## config.mk

```make
export PLATFORM = sky130hd
export DESIGN_NAME = txd_suspend_ctrl
export DESIGN_NICKNAME = d
export VERILOG_FILES = /design/src/rtl/txd_pkg.sv /design/src/rtl/txd_ring_ptr.sv /design/src/rtl/txd_sticky_flag.sv /design/src/rtl/txd_fsm.sv /design/src/rtl/txd_suspend_ctrl.sv
export SDC_FILE = /design/constraint.sdc
export NUM_CORES = 1
export LEC_CHECK = 0
export ABC_AREA = 1
export CAP_MARGIN = 5
export CORE_AREA = 5 5 42 44
export DETAILED_ROUTE_END_ITERATION = 8
export DIE_AREA = 0 0 47 49
export DONT_BUFFER_PORTS = 1
export HOLD_SLACK_MARGIN = 0.1
export SLEW_MARGIN = 0
export SYNTH_ARGS = -nofsm -noshare
export SYNTH_HDL_FRONTEND = slang
export SYNTH_SLANG_ARGS = --single-unit
```

## constraint.sdc

```tcl
create_clock -name clk -period 2.75 [get_ports clk]
set_clock_uncertainty 0.05 [all_clocks]
set_input_delay 0.1375 -clock clk [delete_from_list [all_inputs] [get_ports clk]]
set_output_delay 0.1375 -clock clk [all_outputs]
set_load 0.05 [all_outputs]
```

## src/rtl/txd_pkg.sv

```systemverilog
package txd_pkg;

    typedef enum logic [2:0] {
        ST_IDLE,
        ST_FETCH,
        ST_XMIT,
        ST_CLOSE,
        ST_SUSP
    } txd_state_e;

    localparam int unsigned FLAG_AIS = 0;
    localparam int unsigned FLAG_TI  = 1;
    localparam int unsigned N_FLAGS  = 2;

endpackage

```

## src/rtl/txd_ring_ptr.sv

```systemverilog
module txd_ring_ptr #(
    parameter int unsigned RING_LEN = 8,
    parameter int unsigned IDX_W    = 3
) (
    input  logic             clk,
    input  logic             rst_n,
    input  logic             adv_i,
    output logic [IDX_W-1:0] idx_o
);

    localparam logic [IDX_W-1:0] LAST_IDX = IDX_W'(RING_LEN - 1);

    logic [IDX_W-1:0] idx_q;

    always_ff @(posedge clk) begin
        if (!rst_n) begin
            idx_q <= '0;
        end else if (adv_i) begin
            if (idx_q == LAST_IDX) begin
                idx_q <= '0;
            end else begin
                idx_q <= idx_q + 1'b1;
            end
        end
    end

    assign idx_o = idx_q;

endmodule

```

## src/rtl/txd_sticky_flag.sv

```systemverilog
module txd_sticky_flag (
    input  logic clk,
    input  logic rst_n,
    input  logic set_i,
    input  logic clr_i,
    output logic flag_o
);

    logic flag_q;

    // A set in the same cycle as a clear takes precedence.
    always_ff @(posedge clk) begin
        if (!rst_n) begin
            flag_q <= 1'b0;
        end else if (set_i) begin
            flag_q <= 1'b1;
        end else if (clr_i) begin
            flag_q <= 1'b0;
        end
    end

    assign flag_o = flag_q;

endmodule

```

## src/rtl/txd_fsm.sv

```systemverilog
module txd_fsm
    import txd_pkg::*;
(
    input  logic clk,
    input  logic rst_n,
    input  logic start_i,
    input  logic poll_i,
    input  logic fetch_vld_i,
    input  logic fetch_own_i,
    input  logic tx_done_i,
    input  logic tx_err_i,
    output logic fetch_req_o,
    output logic tx_start_o,
    output logic close_o,
    output logic close_err_o,
    output logic adv_o,
    output logic susp_set_o,
    output logic susp_o
);

    txd_state_e state_q;
    txd_state_e state_d;
    logic       err_q;

    // State register
    always_ff @(posedge clk) begin
        if (!rst_n) begin
            state_q <= ST_IDLE;
        end else begin
            state_q <= state_d;
        end
    end

    // Error status captured at the end of a transmission
    always_ff @(posedge clk) begin
        if (!rst_n) begin
            err_q <= 1'b0;
        end else if (state_q == ST_XMIT && (tx_done_i || tx_err_i)) begin
            err_q <= tx_err_i;
        end
    end

    // Next-state logic
    always_comb begin
        state_d = state_q;
        unique case (state_q)
            ST_IDLE: begin
                if (start_i) state_d = ST_FETCH;
            end
            ST_FETCH: begin
                if (fetch_vld_i) state_d = fetch_own_i ? ST_XMIT : ST_SUSP;
            end
            ST_XMIT: begin
                if (tx_done_i || tx_err_i) state_d = ST_CLOSE;
            end
            ST_CLOSE: begin
                if (err_q)        state_d = ST_SUSP;
                else if (start_i) state_d = ST_FETCH;
                else              state_d = ST_IDLE;
            end
            ST_SUSP: begin
                if (poll_i) state_d = ST_FETCH;
            end
            default: state_d = ST_IDLE;
        endcase
    end

    // Outputs
    always_comb begin
        fetch_req_o = 1'b0;
        tx_start_o  = 1'b0;
        close_o     = 1'b0;
        close_err_o = 1'b0;
        adv_o       = 1'b0;
        susp_set_o  = 1'b0;
        susp_o      = 1'b0;
        unique case (state_q)
            ST_IDLE: ;
            ST_FETCH: begin
                fetch_req_o = 1'b1;
                tx_start_o  = fetch_vld_i && fetch_own_i;
                susp_set_o  = fetch_vld_i && !fetch_own_i;
            end
            ST_XMIT: ;
            ST_CLOSE: begin
                close_o     = 1'b1;
                close_err_o = err_q;
                adv_o       = 1'b1;
                susp_set_o  = err_q;
            end
            ST_SUSP: begin
                susp_o = 1'b1;
            end
            default: ;
        endcase
    end

endmodule

```

## src/rtl/txd_suspend_ctrl.sv

```systemverilog
module txd_suspend_ctrl
    import txd_pkg::*;
#(
    parameter  int unsigned RING_LEN = 8,
    localparam int unsigned IDX_W    = (RING_LEN > 1) ? $clog2(RING_LEN) : 1
) (
    input  logic             clk,
    input  logic             rst_n,
    input  logic             start_i,
    input  logic             poll_i,
    output logic             fetch_req_o,
    input  logic             fetch_vld_i,
    input  logic             fetch_own_i,
    output logic             tx_start_o,
    input  logic             tx_done_i,
    input  logic             tx_err_i,
    output logic             close_o,
    output logic             close_err_o,
    output logic [IDX_W-1:0] idx_o,
    output logic             ais_o,
    output logic             ti_o,
    input  logic             clr_ais_i,
    input  logic             clr_ti_i
);

    logic               adv_w;
    logic               susp_set_w;
    logic               susp_w;
    logic [N_FLAGS-1:0] clr_vec;
    logic [N_FLAGS-1:0] flag_vec;

    txd_fsm u_fsm (
        .clk         (clk),
        .rst_n       (rst_n),
        .start_i     (start_i),
        .poll_i      (poll_i),
        .fetch_vld_i (fetch_vld_i),
        .fetch_own_i (fetch_own_i),
        .tx_done_i   (tx_done_i),
        .tx_err_i    (tx_err_i),
        .fetch_req_o (fetch_req_o),
        .tx_start_o  (tx_start_o),
        .close_o     (close_o),
        .close_err_o (close_err_o),
        .adv_o       (adv_w),
        .susp_set_o  (susp_set_w),
        .susp_o      (susp_w)
    );

    txd_ring_ptr #(
        .RING_LEN (RING_LEN),
        .IDX_W    (IDX_W)
    ) u_ptr (
        .clk   (clk),
        .rst_n (rst_n),
        .adv_i (adv_w),
        .idx_o (idx_o)
    );

    assign clr_vec[FLAG_AIS] = clr_ais_i;
    assign clr_vec[FLAG_TI]  = clr_ti_i;

    for (genvar g = 0; g < N_FLAGS; g++) begin : g_flag
        txd_sticky_flag u_flag (
            .clk    (clk),
            .rst_n  (rst_n),
            .set_i  (susp_set_w),
            .clr_i  (clr_vec[g]),
            .flag_o (flag_vec[g])
        );
    end

    assign ais_o = flag_vec[FLAG_AIS];
    assign ti_o  = flag_vec[FLAG_TI];

endmodule

```

Word-level counts from Yosys, hierarchy flattened
Index checks and enable logic that the tools add are counted.
W data, S select, Z words.
{ "op_classes": {"mux": 18, "reduce_logical": 9, "n_addsub": 1, "n_eq_ne": 9} }
{ "op_table": {"columns": ["operator", "n"], "rows": [
  ["$mux W3", 7],
  ["$pmux W3 S5", 1],
  ["$mux W1", 9],
  ["$ne A2 B2 Y1 const B", 4],
  ["$eq A3 B2 Y1 const B", 2],
  ["$eq A3 B3 Y1 const B", 2],
  ["$reduce_and A4 Y1", 1],
  ["$reduce_bool A2 Y1", 2],
  ["$add A3 B1 Y3 const B", 1],
  ["$eq A3 B1 Y1 const B", 1],
  ["$logic_and A1 B1 Y1", 3],
  ["$logic_not A3 Y1", 1],
  ["$pmux W1 S2", 1],
  ["$logic_not A1 Y1", 1],
  ["$logic_or A1 B1 Y1", 1]
]} }
{ "word_totals": {"elab_cells": 42, "ff_bits": 9} }

Depth between registers and ports, before layout
{ "logic_depth": {"depth_word": 4, "mapped_depth": 8, "ltp_nobuf": 8} }

Cells and area by module
Synthesis repeated with hierarchy kept, for this count alone.
{ "unflattened": {"cells_unflattened": 84, "area_unflattened_um2": 540.5} }
{ "by_module_without_submodules": {"columns": ["mod", "seq_area_each_um2", "cells_each", "area_per_inst_um2", "n_inst"], "rows": [
  ["txd_fsm", 80.1, 54, 314.1, 1],
  ["txd_ring_ptr", 60.1, 18, 138.9, 1],
  ["txd_sticky_flag", 20.0, 6, 43.8, 2]
]} }

Worst setup path before layout
OpenSTA, ideal clock, no wires.
{ "synth_timing": {"kind": "flip-flop to output port", "start": "register u_fsm.state_q[0]", "end": "output port tx_start_o", "stages_incl_launch_ff": 3, "slack_ns": 0.980, "required_ns": 2.562, "path_buffers": 0, "t_arrival_ns": 1.582, "cell_sequence": "dfxtp_1 -> nand3_2 -> nor3_1"} }
{ "synth_between": {"elab_chain_len": 2} }
{ "synth_lines": {"columns": ["element", "line", "source"], "rows": [
  ["start: declaration", "txd_fsm.sv:21", "txd_state_e state_q;"],
  ["start signal: assignment", "txd_fsm.sv:30", "state_q <= state_d;"],
  ["$eq A3 B1 Y1", "txd_fsm.sv:77", "unique case (state_q)"],
  ["$mux W1", "txd_fsm.sv:77", null],
  ["end: declaration", "txd_suspend_ctrl.sv:14", "output logic tx_start_o,"]
]} }
No other way between the ends.

Worst setup path after layout
{ "layout_timing": {"start": "register u_fsm.state_q[0]", "end": "register g_flag[0].u_flag.flag_q"} }
{ "layout_between": {"elab_chain_len": 3, "elab_cells_between_ends": 5, "cone_classes": "2 x eq/ne; 2 x mux; 1 x reduce/logical"} }
{ "layout_lines": {"columns": ["element", "line", "source"], "rows": [
  ["$eq A3 B2 Y1 / $eq A3 B1 Y1 (equally long branches)", "txd_fsm.sv:77", null],
  ["$pmux W1 S2 *", "txd_fsm.sv:77", null],
  ["$mux W1 / $reduce_bool A2 Y1 (equally long branches)", null, null],
  ["end signal: assignment", "txd_sticky_flag.sv:14", "flag_q <= 1'b0;"],
  ["end signal: assignment", "txd_sticky_flag.sv:16", "flag_q <= 1'b1;"],
  ["end signal: assignment", "txd_sticky_flag.sv:18", "flag_q <= 1'b0;"],
  ["end: declaration", "txd_sticky_flag.sv:9", "logic flag_q;"]
]} }
Every way passes the cells marked *; elsewhere a longest branch is shown, timed or not.
A chain may end at the register's enable or synchronous reset.

==> impl_metrics.toml <==
[grt]
grt_overflow = 0
grt_pass1_vias = 458
grt_pass1_wl_um = 1790
grtUsageTotal_pct = 10.3
antenna_found_initial = 0
grt_max_degree = 9

[worst_setup_path]
cp_max_fo = 5
crit_path_end_kind = "flop"
path_class = "reg -> reg"
worstPathArrival_ns = 2.00
cp-start-kind = "flop"
required_ns = 2.90

[route]
drcViolationCount = 0
ant_nets = 0
dr.pass1.iters = 2
avgViaCountPerCell = 4.74
wl_per_cell_um = 10.6
dr_total_vias = 465
drt_iter0_drc = 3
wirelength_um = 1040

[logic_synthesis]
ys_warn_count = 0
synthFlopType = "dfxtp_1"
synth_common_cells = "12 x inv_1, 11 x nor2_1, 9 x dfxtp_1, 5 x nand2_1"
synth_fp_nets = 82
synth_seq_cells = 9
synth_area_um2 = 500
synth_enable_flop_cells = 0
synth-seq-area-share_pct = 36.0
synthTopCellsByArea = "dfxtp_1 36%, inv_1 9.0%, nor2_1 8.3%, nand3_2 6.0%, ha_1 5.0%"
synth_top_cell_by_area = "dfxtp_1"
async_flop_share_pct = 0
syn_inst = 70
netlist-cell-type-count = 19
postSynthAreaPerCell_um2 = 7.15
yosys.area.top_type_share_pct = 36.0
post-synth-top-count-cell = "inv_1"

[clocking]
cts_buffer_depth = 2
numCtsBuffers = 3
cts.clk_slew.worst_paths_ns = 0.06
htree_levels = 1
insertion_delay_ns = 0.26
tritoncts = "yes"
clock-sinks = 9
root_buffer = "clkbuf_4"

[power]
peakVddDrop_mv = 0.174
p_leak_nw = 0.313
p_per_area_nw_per_um2 = 515

[final_layout]
multi_input_area_um2 = 251
instances_no_fill = 98
fin_nets = 95
final_util_pct = 44.6
design_area_um2 = 624
area_delta_synth_final_pct = 24.8
n_fill_cell = 156
layout-drive-gt1-share_pct = 22.0
seqCellArea_um2 = 180
diodes = 0

[floorplanning]
rows = 14
io_pins = 19
die-area_um2 = 2300
core_um2 = 1400
die_h_um = 49
initial_core_util_pct = 35.7
die_w_um = 47

[status]
status = "completed"

[run]
max_cap_viol_count = 0

[placement]
place.gp.congestion = 0.797
hpwl_um = 798
port_buffers = 0
dp_cells = 87
dp_slack_ns = 1.25
place_area_um2 = 528

[timing]
finalCritPeriodShare_pct = 67.1
fin_tns_setup_ns = 0
setup_viol = 0
period_needed_ns = 1.84
relSlewSlack_pct = 62.9
drv_slew = 0
tightest_slew_ns = 0.555
fmax_mhz = 542
finalHoldViolCount = 0
setup_ws_ns = 0.906
rsz0062_at_grt = "no"

[min_path]
hold_path.class = "in -> reg"
-- state kept, by name, summed over array words and instances (netlist names) --
| signal | count |
|---|---|
| u_ptr.idx_o | 3 |
| u_fsm.state_q | 3 |
| u_fsm.err_q | 1 |
| g_flag.u_flag.flag_o | 2 |
-- layout by cell type (no fill, tap or decap) --
| master | count |
|---|---|
| clkbuf_1 | 1 |
| inv_1 | 12 |
| nor2_4 | 1 |
| a21oi_1 | 1 |
| ha_1 | 2 |
| clkbuf_4 | 3 |
| clkinv_4 | 1 |
| nand2_2 | 3 |
| nand3_1 | 4 |
| o21ai_0 | 4 |
| a21oi_2 | 1 |
| nand3_2 | 3 |
| nor2_1 | 11 |
| buf_4 | 1 |
| dlygate4sd3_1 | 7 |
| o21ai_1 | 4 |
| nand2_1 | 5 |
| nor2_2 | 1 |
| dfxtp_1 | 9 |
| nand4_1 | 1 |
| o211a_1 | 1 |
| inv_2 | 4 |
| nor3_1 | 2 |
-- repair_timing --
| action | CTS | global route |
|---|---|---|
| gates resized for setup | 0 | 0 |
| hold endpoints to repair | 9 | 0 |
| setup buffers | 0 | 0 |
| hold buffers | 7 | 0 |
-- layer usage --
layer	up-vias	share of wire, %	track usage [%]
met5	-	0	0
met4	0	1.3	6.91
met3	2	6.9	1.48
met2	13	48	14.7
met1	207	43	13.7
li1	243	-	-
-- path summary, 6_finish.rpt --
| path | startpoint | slack, ns | endpoint | depth (start not counted) |
|---|---|---|---|---|
| hold / removal | start_i | 0.12 | u_fsm.state_q[0]$_SDFFE_PN0P_ | 4 |
| hold reg to reg | u_fsm.err_q$_SDFFE_PN0P_ | 0.48 | u_fsm.err_q$_SDFFE_PN0P_ | 2 |
| setup / recovery | u_fsm.state_q[0]$_SDFFE_PN0P_ | 0.91 | g_flag[0].u_flag.flag_o$_SDFFE_PN0P_ | 7 |
| setup reg to reg | u_fsm.state_q[0]$_SDFFE_PN0P_ | 0.91 | g_flag[0].u_flag.flag_o$_SDFFE_PN0P_ | 7 |
-- logic make-up after synthesis --
logic type	after synthesis	share of synthesized area, %
and+or+nand+nor	31	32.5
buffers and inverters	17	13.7
AOI/OAI and AO/OA	11	12.7
DFF	9	36.0
adders and majority gates	2	5.00
-- per-stage QoR --
| stage | hold slack (ns) | power [mW] |
|---|---|---|
| after floorplan | 0.192 | 0.206 |
| after global placement | 0.196 | 0.213 |
| after detailed placement | 0.200 | 0.215 |
| after CTS | 0.112 | 0.327 |
| after global routing | 0.152 | 0.342 |
| final | 0.119 | 0.321 |
-- layout make-up --
type                    count  area share (%)
clock buffers               4            4.21
inverters                  17            11.0
flip-flops and latches      9            28.9
well taps                  16            3.21
repair buffers              8            12.4
multi-input cells          44            40.3
-- where the power goes --
group	total [mW]	internal, mW	switching [mW]	leakage, nW
combinational	0.0671	0.0237	0.0435	0.225
sequential	0.153	0.137	0.0157	0.0731
clock	0.102	0.0559	0.0458	0.0150
-- worst max-delay path: stages (launching register included) --
cell,delay [ns]
dfxtp_1,0.44
nand3_2,0.14
inv_2,0.23
nand3_1,0.16
nand2_2,0.11
o21ai_1,0.05
dlygate4sd3_1,0.56
inv_1,0.05
(Power assumes the default switching activity.)
